[src/rtl/epirq_pkg.sv]
package epirq_pkg;
    localparam int STAT_W    = 32;
    localparam int FRAME_BIT = 30;
    localparam int DEV_BIT   = 31;

    typedef enum logic [1:0] {
        SEL_CLR  = 2'd0,
        SEL_SET  = 2'd1,
        SEL_EN   = 2'd2,
        SEL_RSVD = 2'd3
    } regsel_e;
endpackage

[src/rtl/epirq_event_merge.sv]
module epirq_event_merge
    import epirq_pkg::*;
#(
    parameter int NUM_EP = 8
) (
    input  logic                  clk,
    input  logic                  rst_n,
    input  logic [2*NUM_EP-1:0]   ep_done,
    input  logic [2*NUM_EP-1:0]   ep_nak,
    input  logic                  setup_rx,
    input  logic                  frame_tick,
    input  logic                  dev_evt,
    input  logic                  q_ctrl_out,
    input  logic                  q_ctrl_in,
    input  logic                  q_gen_out,
    input  logic                  q_gen_in,
    output logic [STAT_W-1:0]     hw_set
);
    localparam int EPD = 2 * NUM_EP;

    for (genvar d = 0; d < EPD; d++) begin : g_dir
        logic nak_ok;
        if (d < 2) begin : g_ctrl
            assign nak_ok = (d % 2 == 0) ? q_ctrl_out : q_ctrl_in;
        end else begin : g_gen
            assign nak_ok = (d % 2 == 0) ? q_gen_out : q_gen_in;
        end
        if (d == 0) begin : g_setup
            assign hw_set[d] = ep_done[d] | (ep_nak[d] & nak_ok) | setup_rx;
        end else begin : g_plain
            assign hw_set[d] = ep_done[d] | (ep_nak[d] & nak_ok);
        end
    end

    for (genvar g = EPD; g < FRAME_BIT; g++) begin : g_gap
        assign hw_set[g] = 1'b0;
    end

    assign hw_set[FRAME_BIT] = frame_tick;
    assign hw_set[DEV_BIT]   = dev_evt;


    ctrl_out_nak_gate_chk: assert property (@(posedge clk) disable iff (!rst_n)
        (ep_nak[0] && !q_ctrl_out && !ep_done[0] && !setup_rx) |-> !hw_set[0]);

    ctrl_in_nak_gate_chk: assert property (@(posedge clk) disable iff (!rst_n)
        (ep_nak[1] && !q_ctrl_in && !ep_done[1]) |-> !hw_set[1]);
endmodule

[src/rtl/epirq_status_reg.sv]
module epirq_status_reg
    import epirq_pkg::*;
#(
    parameter logic [STAT_W-1:0] IMPL_MASK = '1
) (
    input  logic              clk,
    input  logic              rst_n,
    input  logic [STAT_W-1:0] hw_set,
    input  logic [STAT_W-1:0] sw_clr,
    input  logic [STAT_W-1:0] sw_set,
    output logic [STAT_W-1:0] status
);
    logic [STAT_W-1:0] status_nx;

    always_comb begin
        status_nx = ((status & ~sw_clr) | hw_set | sw_set) & IMPL_MASK;
    end

    always_ff @(posedge clk or negedge rst_n) begin
        if (!rst_n) status <= '0;
        else        status <= status_nx;
    end


    hw_set_wins_chk: assert property (@(posedge clk) disable iff (!rst_n)
        (hw_set != '0) |=> ((status & $past(hw_set & IMPL_MASK)) == $past(hw_set & IMPL_MASK)));

    clr_takes_effect_chk: assert property (@(posedge clk) disable iff (!rst_n)
        (sw_clr != '0) |=> ((status & $past(sw_clr & ~hw_set & ~sw_set)) == '0));

    idle_hold_chk: assert property (@(posedge clk) disable iff (!rst_n)
        ((hw_set | sw_clr | sw_set) == '0) |=> $stable(status));
endmodule

[src/rtl/epirq_ctrl.sv]
module epirq_ctrl
    import epirq_pkg::*;
#(
    parameter int NUM_EP = 8
) (
    input  logic                  clk,
    input  logic                  rst_n,
    input  logic [2*NUM_EP-1:0]   ep_done_i,
    input  logic [2*NUM_EP-1:0]   ep_nak_i,
    input  logic                  setup_rx_i,
    input  logic                  frame_tick_i,
    input  logic                  dev_evt_i,
    input  logic                  nak_ctrl_out_en_i,
    input  logic                  nak_ctrl_in_en_i,
    input  logic                  nak_gen_out_en_i,
    input  logic                  nak_gen_in_en_i,
    input  logic                  reg_wr_i,
    input  logic [1:0]            reg_sel_i,
    input  logic [STAT_W-1:0]     reg_wdata_i,
    output logic [STAT_W-1:0]     reg_rdata_o,
    output logic [STAT_W-1:0]     status_o,
    output logic                  irq_o
);
    localparam int EPD = 2 * NUM_EP;
    localparam logic [STAT_W-1:0] EP_MASK   = STAT_W'((64'd1 << EPD) - 64'd1);
    localparam logic [STAT_W-1:0] IMPL_MASK = EP_MASK
                                            | (STAT_W'(1) << FRAME_BIT)
                                            | (STAT_W'(1) << DEV_BIT);

    regsel_e           sel;
    logic [STAT_W-1:0] hw_set, sw_clr, sw_set, enable_q;

    assign sel    = regsel_e'(reg_sel_i);
    assign sw_clr = (reg_wr_i && sel == SEL_CLR) ? reg_wdata_i : '0;
    assign sw_set = (reg_wr_i && sel == SEL_SET) ? reg_wdata_i : '0;

    epirq_event_merge #(.NUM_EP(NUM_EP)) merge_i (
        .clk        (clk),
        .rst_n      (rst_n),
        .ep_done    (ep_done_i),
        .ep_nak     (ep_nak_i),
        .setup_rx   (setup_rx_i),
        .frame_tick (frame_tick_i),
        .dev_evt    (dev_evt_i),
        .q_ctrl_out (nak_ctrl_out_en_i),
        .q_ctrl_in  (nak_ctrl_in_en_i),
        .q_gen_out  (nak_gen_out_en_i),
        .q_gen_in   (nak_gen_in_en_i),
        .hw_set     (hw_set)
    );

    epirq_status_reg #(.IMPL_MASK(IMPL_MASK)) stat_i (
        .clk    (clk),
        .rst_n  (rst_n),
        .hw_set (hw_set),
        .sw_clr (sw_clr),
        .sw_set (sw_set),
        .status (status_o)
    );

    always_ff @(posedge clk or negedge rst_n) begin
        if (!rst_n)                         enable_q <= '0;
        else if (reg_wr_i && sel == SEL_EN) enable_q <= reg_wdata_i & IMPL_MASK;
    end

    always_comb begin
        unique case (sel)
            SEL_CLR, SEL_SET: reg_rdata_o = status_o;
            SEL_EN:           reg_rdata_o = enable_q;
            default:          reg_rdata_o = '0;
        endcase
    end

    assign irq_o = |(status_o & enable_q);


    irq_needs_status_chk: assert property (@(posedge clk) disable iff (!rst_n)
        irq_o |-> (status_o != '0));

    rsvd_write_inert_chk: assert property (@(posedge clk) disable iff (!rst_n)
        (reg_wr_i && sel == SEL_RSVD) |=> $stable(enable_q));
endmodule

[config.mk]
export PLATFORM = sky130hd
export DESIGN_NAME = epirq_ctrl
export DESIGN_NICKNAME = d
export VERILOG_FILES = /design/src/rtl/epirq_pkg.sv /design/src/rtl/epirq_event_merge.sv /design/src/rtl/epirq_status_reg.sv /design/src/rtl/epirq_ctrl.sv
export SDC_FILE = /design/constraint.sdc
export NUM_CORES = 1
export LEC_CHECK = 0
export BUFFER_PORTS_ARGS = -buffer_cell sky130_fd_sc_hd__buf_2
export CORE_MARGIN = 2
export CORE_UTILIZATION = 41
export DETAILED_ROUTE_END_ITERATION = 12
export GPL_ROUTABILITY_DRIVEN = 0
export PLACE_DENSITY = 0.85
export SYNTH_ARGS = -nofsm -noshare
export SYNTH_HDL_FRONTEND = slang
export SYNTH_HIERARCHICAL = 1
export SYNTH_SLANG_ARGS = --single-unit
export TNS_END_PERCENT = 20
[constraint.sdc]
create_clock -name clk -period 1.3 [get_ports clk]
set_clock_uncertainty 0.2 [all_clocks]
set_input_delay 0.13 -clock clk [delete_from_list [all_inputs] [get_ports clk]]
set_output_delay 0.13 -clock clk [all_outputs]
set_load 0.01 [all_outputs]
==> impl_metrics.json, run 1 <==
{
  "setup_violations": 20,
  "grt_pass1_wl_um": 12000,
  "grt_max_degree": 37,
  "wl_met2_um": 4330,
  "die_w_um": 79.5,
  "internal_power_uw": 2290,
  "path_cells": "a22o_1 > a221oi_2 > and3_1 > nand4_1 > buf_2",
  "fp-row-count": 27,
  "cts_tree": "done",
  "rsz0062_at_grt": "true",
  "diodes": 0,
  "setup_tns_ps": -2170,
  "post-dp-hpwl_um": 4930,
  "cts.sinks": 36,
  "io_buffers": 98,
  "insertion_delay_ps": 290,
  "synth_area_um2": 2340,
  "fmax_mhz": 511,
  "hold-worst-slack_ps": -5.32,
  "drive_above_1_share": 0.418,
  "ant_nets": 0,
  "io_pins": 141,
  "grt_pass1_vias": 2615,
  "pwr-share-clk": 0.252,
  "vias": 2569,
  "top_layer_used": "met4",
  "final_cell_mix": "buf_2, dlygate4sd3_1, and2_1",
  "peakVddDrop_v": 0.000465,
  "grt_overflow_total": 0,
  "power.leakage_uw": 0.00213,
  "seqPwrFrac": 0.418,
  "dieArea_um2": 6320,
  "hold_viol": 1,
  "status": "finished with violations",
  "cts-root-buf": "clkbuf_8",
  "startpoint_type": "flip-flop",
  "nets": 530,
  "drtIter0Drc": 120,
  "die_h_um": 79.5,
  "cp.arrival_ps": 1630,
  "slew_viol_final": 0,
  "finalCritPeriodShare": 1.51,
  "fin_util": 0.708,
  "cp_data_required_time_ps": 970,
  "cp_slowest_cell": "dfrtp_1",
  "hp-class": "in -> reg",
  "max-cap-violations": 0,
  "cp-end-kind": "output pin",
  "vias_per_cell": 4.87,
  "slowest_delay_ps": 380,
  "wl_met1_um": 3180,
  "path_delay_family": "compound AO/OA/AOI/OAI gates",
  "swShare": 0.291,
  "drc_errors": 0,
  "fp.coreArea_um2": 5510,
  "syn_to_final_growth_pct": 66.7,
  "antenna_found_initial": 0,
  "path_buf_inv": 1,
  "syn_inst": 272,
  "fin_crit_ps": 1960,
  "path_class": "reg -> out",
  "path_clk_slew_ps": 70,
  "htreeDepth": 2,
  "clockBufferDepth": 2,
  "avgRoutedWirePerCell_um": 15.7,
  "final_common_cell": "buf_2",
  "finalPower_uw": 3230,
  "ys_warn_count": 6,
  "initial_core_util": 0.424,
  "met3_length_um": 480,
  "numCtsBuffers": 5,
  "violations": "negative hold slack, negative setup slack",
  "first_pass_iters": 4,
  "fillers": 377,
  "p_switching_uw": 938,
  "crit_fanout": 2,
  "syn_avg_cell_area_um2": 8.59,
  "drt-total-wl_um": 8290,
  "fin_ws_ps": -657,
  "grtUsageTotal": 0.247,
  "pwr-share-comb": 0.330,
  "power_density_nw_per_um2": 828
}
## layout make-up
class,count,area (um^2),area share
flip-flops and latches,36,902,0.232
repair buffers,190,1430,0.366
well taps,72,90.1,0.0231
clock buffers,8,90.1,0.0231
inverters,36,135,0.0347
multi-input cells,185,1250,0.322
## power groups by stage
| stage | clock (uW) | sequential (uW) | combinational [uW] |
|---|---|---|---|
| finish | 814 | 1350 | 1070 |
| global route | 874 | 1360 | 1140 |
| CTS | 825 | 1330 | 991 |
| detailed placement | 0 | 1350 | 814 |
| global placement | 0 | 1330 | 790 |
| floorplan | 0 | 1340 | 446 |
## final timing paths
path                            slack (ps)                       start                          end  cells past startpoint
worst min-delay path                    -5                ep_nak_i[10]  stat_i/status[10]$_DFF_PN0_                      4
min in group asynchronous              140                       rst_n      enable_q[9]$_DFFE_PN0P_                      3
worst max-delay path                  -660  stat_i/status[8]$_DFF_PN0_                        irq_o                      5
worst max register to register         170     enable_q[9]$_DFFE_PN0P_      enable_q[9]$_DFFE_PN0P_                      2
worst min register to register         350    enable_q[10]$_DFFE_PN0P_     enable_q[10]$_DFFE_PN0P_                      1
max in group asynchronous              560                       rst_n   stat_i/status[3]$_DFF_PN0_                      3
## repair_timing
item | CTS | global route
hold endpoints to repair | 72 | 0
gates resized for setup | 45 | 29
pin swaps | 2 | 3
hold buffers | 55 | 0
setup endpoints to repair | 19 | 29
setup buffers | 1 | 3
## sequential cells by signal, summed over array words and instances (netlist names)
signal and count:
enable_q 18, stat_i/status 18
## tightest hold or removal path, cell delays in order
cell and delay [ps]:
buf_2 80, a21o_1 120, nor2_1 50, o21ai_1 60
## per-stage QoR
stage          instances  worst slack [ps]  area [um^2]
2_1_floorplan        285              -128         2400
3_3_place_gp         462              -338         3070
4_1_cts              526              -578         3800
5_1_grt              527              -704         3900
3_5_place_dp         462              -345         3070
6_report             527              -657         3900
## metal layers
layer | track usage | vias to the layer above
met5 | 0 | -
met3 | 0.0475 | 27
met2 | 0.463 | 130
li1 | - | 1211
met1 | 0.270 | 1201
met4 | 0.103 | 0
Power figures use the tool's default switching activity.
==> run 2: changes to the inputs <==
==> constraint.sdc (replaced) <==
create_clock -name clk -period 1.3 [get_ports clk]
set_clock_uncertainty 0.2 [all_clocks]
set_input_delay 0.195 -clock clk [delete_from_list [all_inputs] [get_ports clk]]
set_output_delay 0.195 -clock clk [all_outputs]
set_load 0.01 [all_outputs]
==> run 2 against run 1 <==
Net effect:
- the run ends with negative setup slack left
- flip-flop and latch count unchanged
- design area decreased by 1.7%
- global-route usage shrank 1.6 points
- count of clock-buffer cells in the layout shrank 1
- power up 7.3%
- cell count decreased by 4.6%
- die area is the same
- setup slack improved by 4.0 ps
- critical path type unchanged
- sequential share of layout area rose by 0.36 points
- largest power group unchanged
==> impl_metrics.json, run 2 (synthesized netlist as in run 1, its figures left out) <==
{
  "path_cells": "a22o_1 > a221oi_2 > and3_1 > nand4_1 > buf_2",
  "startpoint_type": "flip-flop",
  "dieArea_um2": 6320,
  "setup_violations": 34,
  "cp_slowest_cell": "dfrtp_1",
  "avgRoutedWirePerCell_um": 15.3,
  "htreeDepth": 2,
  "vias_per_cell": 4.89,
  "finalCritPeriodShare": 1.50,
  "fp-row-count": 27,
  "path_clk_slew_ps": 70,
  "drtIter0Drc": 130,
  "io_buffers": 98,
  "crit_fanout": 2,
  "cts-root-buf": "clkbuf_8",
  "top_usage_layer": "met2",
  "fin_crit_ps": 1950,
  "r2r_slack_ps": 90,
  "slowest_delay_ps": 390,
  "setup_tns_ps": -4300,
  "numCtsBuffers": 5,
  "cts.sinks": 36,
  "place_inst": 461,
  "fmax_mhz": 512,
  "grt_use_met3": 0.0441,
  "fin_ws_ps": -653,
  "whs_path_depth": 4,
  "fin_util": 0.696,
  "insertion_delay_ps": 280,
  "clockBufferDepth": 2,
  "syn_to_final_growth_pct": 63.9,
  "slew_viol_final": 0,
  "cp-end-kind": "output pin",
  "grt_overflow_total": 0,
  "grt_pass1_wl_um": 11400,
  "met1_usage": 0.256,
  "io_pins": 141,
  "violations": "negative setup slack",
  "power_density_nw_per_um2": 904,
  "initial_core_util": 0.424,
  "grtUsageMet2": 0.439,
  "drc_errors": 0,
  "drt-total-wl_um": 7710,
  "path_delay_family": "compound AO/OA/AOI/OAI gates",
  "finalPower_uw": 3460,
  "vias": 2459,
  "cp.arrival_ps": 1560,
  "reg.largest.list": "enable_q (18), stat_i/status (18)",
  "diodes": 0,
  "drive_above_1_share": 0.459,
  "fp.coreArea_um2": 5510,
  "grt_max_degree": 37,
  "cts_tree": "done",
  "hold_viol": 0,
  "ant_nets": 0,
  "regToRegEndpoint": "enable_q[1]$_DFFE_PN0P_",
  "min_to": "stat_i/status[11]$_DFF_PN0_",
  "post-dp-hpwl_um": 5050,
  "reg2regPathDepth": 3,
  "cp_data_required_time_ps": 900,
  "die_w_um": 79.5,
  "min-delay-start": "ep_done_i[11]",
  "grtUsageTotal": 0.232,
  "final_cell_mix": "buf_2, buf_6, and2_1, dfrtp_1, o21ai_1",
  "path_class": "reg -> out",
  "die_h_um": 79.5,
  "max-cap-violations": 0,
  "nets": 506,
  "path_buf_inv": 1,
  "status": "finished with violations",
  "antenna_found_initial": 0,
  "power.leakage_uw": 0.00213,
  "r2r-start": "enable_q[1]$_DFFE_PN0P_",
  "grt_pass1_vias": 2529,
  "first_pass_iters": 4,
  "peakVddDrop_v": 0.000434,
  "rsz0062_at_grt": "true",
  "instances_no_fill": 503,
  "hp-class": "in -> reg",
  "final_common_cell": "buf_2"
}
## run 2: metal layers
metal / share of wire / vias to the layer above
li1: - / 1166
met1: 0.38 / 1163
met2: 0.55 / 118
met3: 0.058 / 12
met4: 0.014 / 0
met5: 0 / -
## run 2: area by class of cell
| cell class | instances | area (um^2) |
|---|---|---|
| inverter | 36 | 135 |
| clock inverter | 1 | 30.0 |
| multi-input combinational | 185 | 1250 |
| fill | 380 | 1680 |
| tap | 72 | 90.1 |
| timing repair buffer | 166 | 1330 |
| clock buffer | 7 | 96.3 |
| sequential | 36 | 901 |
## run 2: metrics by stage
| stage | setup WS, ps | cell area, um^2 | hold slack (ps) |
|---|---|---|---|
| after global placement | -410 | 3090 | -31.2 |
| after CTS | -655 | 3730 | 0.892 |
| after global routing | -738 | 3830 | 23.5 |
| after detailed placement | -424 | 3090 | -27.4 |
| final | -653 | 3830 | 0.733 |
| after floorplan | -193 | 2400 | -301 |
## run 2: worst max path at each step
stage / startpoint / endpoint / slack, ps / depth (start not counted)
2_1_floorplan: stat_i/status[8]$_DFF_PN0_ / irq_o / -190 / 4
3_3_place_gp: enable_q[8]$_DFFE_PN0P_ / irq_o / -410 / 5
3_5_place_dp: stat_i/status[1]$_DFF_PN0_ / irq_o / -420 / 5
4_1_cts: enable_q[6]$_DFFE_PN0P_ / irq_o / -660 / 5
5_1_grt: enable_q[1]$_DFFE_PN0P_ / irq_o / -740 / 5
6_report: enable_q[1]$_DFFE_PN0P_ / irq_o / -650 / 5
## run 2: repair_timing
action | in CTS | in global routing
pin swaps | 3 | 3
buffers inserted | 8 | 5
hold buffers | 23 | 1
gates resized for setup | 69 | 22
endpoints found under the setup margin | 31 | 43
hold endpoints to repair | 59 | 1
## run 2: power breakdown
part           total [uW]  internal (uW)  switching, uW
logic                1040            606            436
registers            1340           1240            105
clock network        1080            677            398
## run 2: worst reg2reg max path, cell delays in order (launching register included)
cell	delay (ps)
dfrtp_1	390
buf_4	140
buf_6	120
mux2_4	250
==> run 3: changes to the inputs <==
Settings changed: ABC_AREA from default to 1, CORE_MARGIN 2 to default, CORE_UTILIZATION 41 to 42, PLACE_DENSITY 0.85 to 0.86.
==> run 3 against run 2 <==
Net effect:
- the flow still finishes with violations (negative setup slack)
- sequential power shrank 4%
- synthesized cell count grew 35%
- worst hold slack lost 0.67 ps
- wire length grew 2.8%
- fmax grew 16%
- via count grew 13%
- first-iteration DRC count grew 2.3%
- cell count grew 22%
- global-route usage grew 2.7 points
- critical path type unchanged
- largest cell class unchanged
==> impl_metrics.json, run 3 <==
{
  "crit_top_cell": "nand2_1",
  "slowest_delay_ps": 430,
  "cts.sinks": 36,
  "numCtsBuffers": 5,
  "power_density_nw_per_um2": 870,
  "vias_per_cell": 4.53,
  "cp-end-kind": "output pin",
  "path_cells": "nand2_2 > nand2_1 > nor2_1 > nand2_1 > nor2_1 > nand2_1 > buf_2",
  "diodes": 0,
  "grt_max_degree": 25,
  "io_pins": 141,
  "synth_area_um2": 2460,
  "io_buffers": 98,
  "clockBufferDepth": 2,
  "post-dp-hpwl_um": 5220,
  "insertion_delay_ps": 280,
  "fin_ws_ps": -385,
  "peakVddDrop_v": 0.000611,
  "place_ws_ps": -52.4,
  "first_pass_iters": 4,
  "fp-row-count": 27,
  "fmax_mhz": 594,
  "drc_errors": 0,
  "grt_pass1_wl_um": 12400,
  "ys_warn_count": 6,
  "max-cap-violations": 0,
  "cts_tree": "done",
  "crit_fanout": 2,
  "vias": 2781,
  "cts-root-buf": "clkbuf_8",
  "status": "finished with violations",
  "syn_inst": 367,
  "cp.arrival_ps": 1290,
  "fin_crit_ps": 1680,
  "instances_no_fill": 614,
  "cp_slowest_cell": "dfrtp_1",
  "hold-worst-slack_ps": 0.0611,
  "antenna_found_initial": 0,
  "htreeDepth": 2,
  "finalPower_uw": 3480,
  "place_inst": 568,
  "avgRoutedWirePerCell_um": 12.9,
  "setup_tns_ps": -5520,
  "syn_to_final_growth_pct": 62.8,
  "syn_avg_cell_area_um2": 6.70,
  "fp.coreArea_um2": 5570,
  "cp_data_required_time_ps": 900,
  "hold_viol": 0,
  "drive_above_1_share": 0.341,
  "initial_core_util": 0.441,
  "violations": "negative setup slack",
  "rsz0062_at_grt": "true",
  "finalCritPeriodShare": 1.30,
  "final_cell_mix": "nand2_1, buf_2, nor2_1",
  "power.leakage_uw": 0.00222,
  "reg.largest.list": "enable_q (18), stat_i/status (18)",
  "die_h_um": 78.5,
  "dieArea_um2": 6160,
  "drt-total-wl_um": 7920,
  "hp-class": "in -> reg",
  "path_class": "reg -> out",
  "startpoint_type": "flip-flop",
  "die_w_um": 78.5,
  "grt_pass1_vias": 2712,
  "grt_overflow_total": 0,
  "drtIter0Drc": 133,
  "slew_viol_final": 0,
  "final_common_cell": "nand2_1",
  "nets": 617,
  "path_clk_slew_ps": 70,
  "setup_violations": 35,
  "ant_nets": 0,
  "grtUsageTotal": 0.259
}
==> run 3: cell types whose count changed in the layout (fill, tap and decap cells not counted), moves of 11 or more <==
cell / previous run / this run
nand2_1: 10 / 111
nor2_1: 18 / 75
inv_1: 25 / 69
and2_1: 36 / 0
o21ai_1: 30 / 0
a21o_1: 15 / 0
a22o_1: 3 / 17
o21ai_2: 6 / 19
nor2b_1: 12 / 0
mux2_4: 11 / 0
==> run 3: layer usage <==
metal  GRT usage  part of all wire
met2       0.493              0.54
met4      0.0704             0.022
met3      0.0430             0.056
met1       0.296              0.38
met5           0                 0
==> run 3: critical path: cells and delay by family (launching register included) <==
kind                   cells  cell delay (ps)
flip-flops                 1              430
AND/OR/NAND/NOR            6              430
buffers and inverters      1              140
==> run 3: path summary, 6_finish.rpt <==
check / slack (ps) / cells past startpoint / start / to
setup / recovery: -380 / 7 / stat_i/status[10]$_DFF_PN0_ / irq_o
hold / removal: 0.06 / 5 / ep_done_i[12] / stat_i/status[12]$_DFF_PN0_
setup reg to reg: 260 / 4 / stat_i/status[3]$_DFF_PN0_ / stat_i/status[3]$_DFF_PN0_
hold reg to reg: 360 / 2 / stat_i/status[1]$_DFF_PN0_ / stat_i/status[1]$_DFF_PN0_
max in group asynchronous: 300 / 3 / rst_n / enable_q[12]$_DFFE_PN0P_
min in group asynchronous: 160 / 2 / rst_n / enable_q[30]$_DFFE_PN0P_
==> run 3: report_power, final <==
group          leakage [uW]  switching [uW]  internal (uW)
clock             0.0000645             415            677
combinational       0.00177             539            562
sequential         0.000386            68.2           1220
==> run 3: timing repair <==
item                                    CTS  global route
buffers inserted                          5             2
hold buffers                             33             0
endpoints found under the setup margin   36            37
resized for setup                        38            13
hold endpoints to repair                 57             0
pin swaps                                17             7
==> run 3: area by class of cell <==
type                            count  area (um^2)
Clock buffer                        7         96.3
Clock inverter                      1         30.0
Fill cell                         403         1570
Inverter                           71          269
Multi-Input combinational cell    244         1130
Sequential cell                    36          901
Tap cell                           72         90.1
Timing Repair Buffer              183         1480
==> run 3: metrics by stage <==
stage | util | instance area, um^2
floorplan | - | 2510
global placement | 0.590 | 3290
detailed placement | 0.590 | 3290
CTS | 0.711 | 3960
global route | 0.718 | 4000
finish | 0.718 | 4000
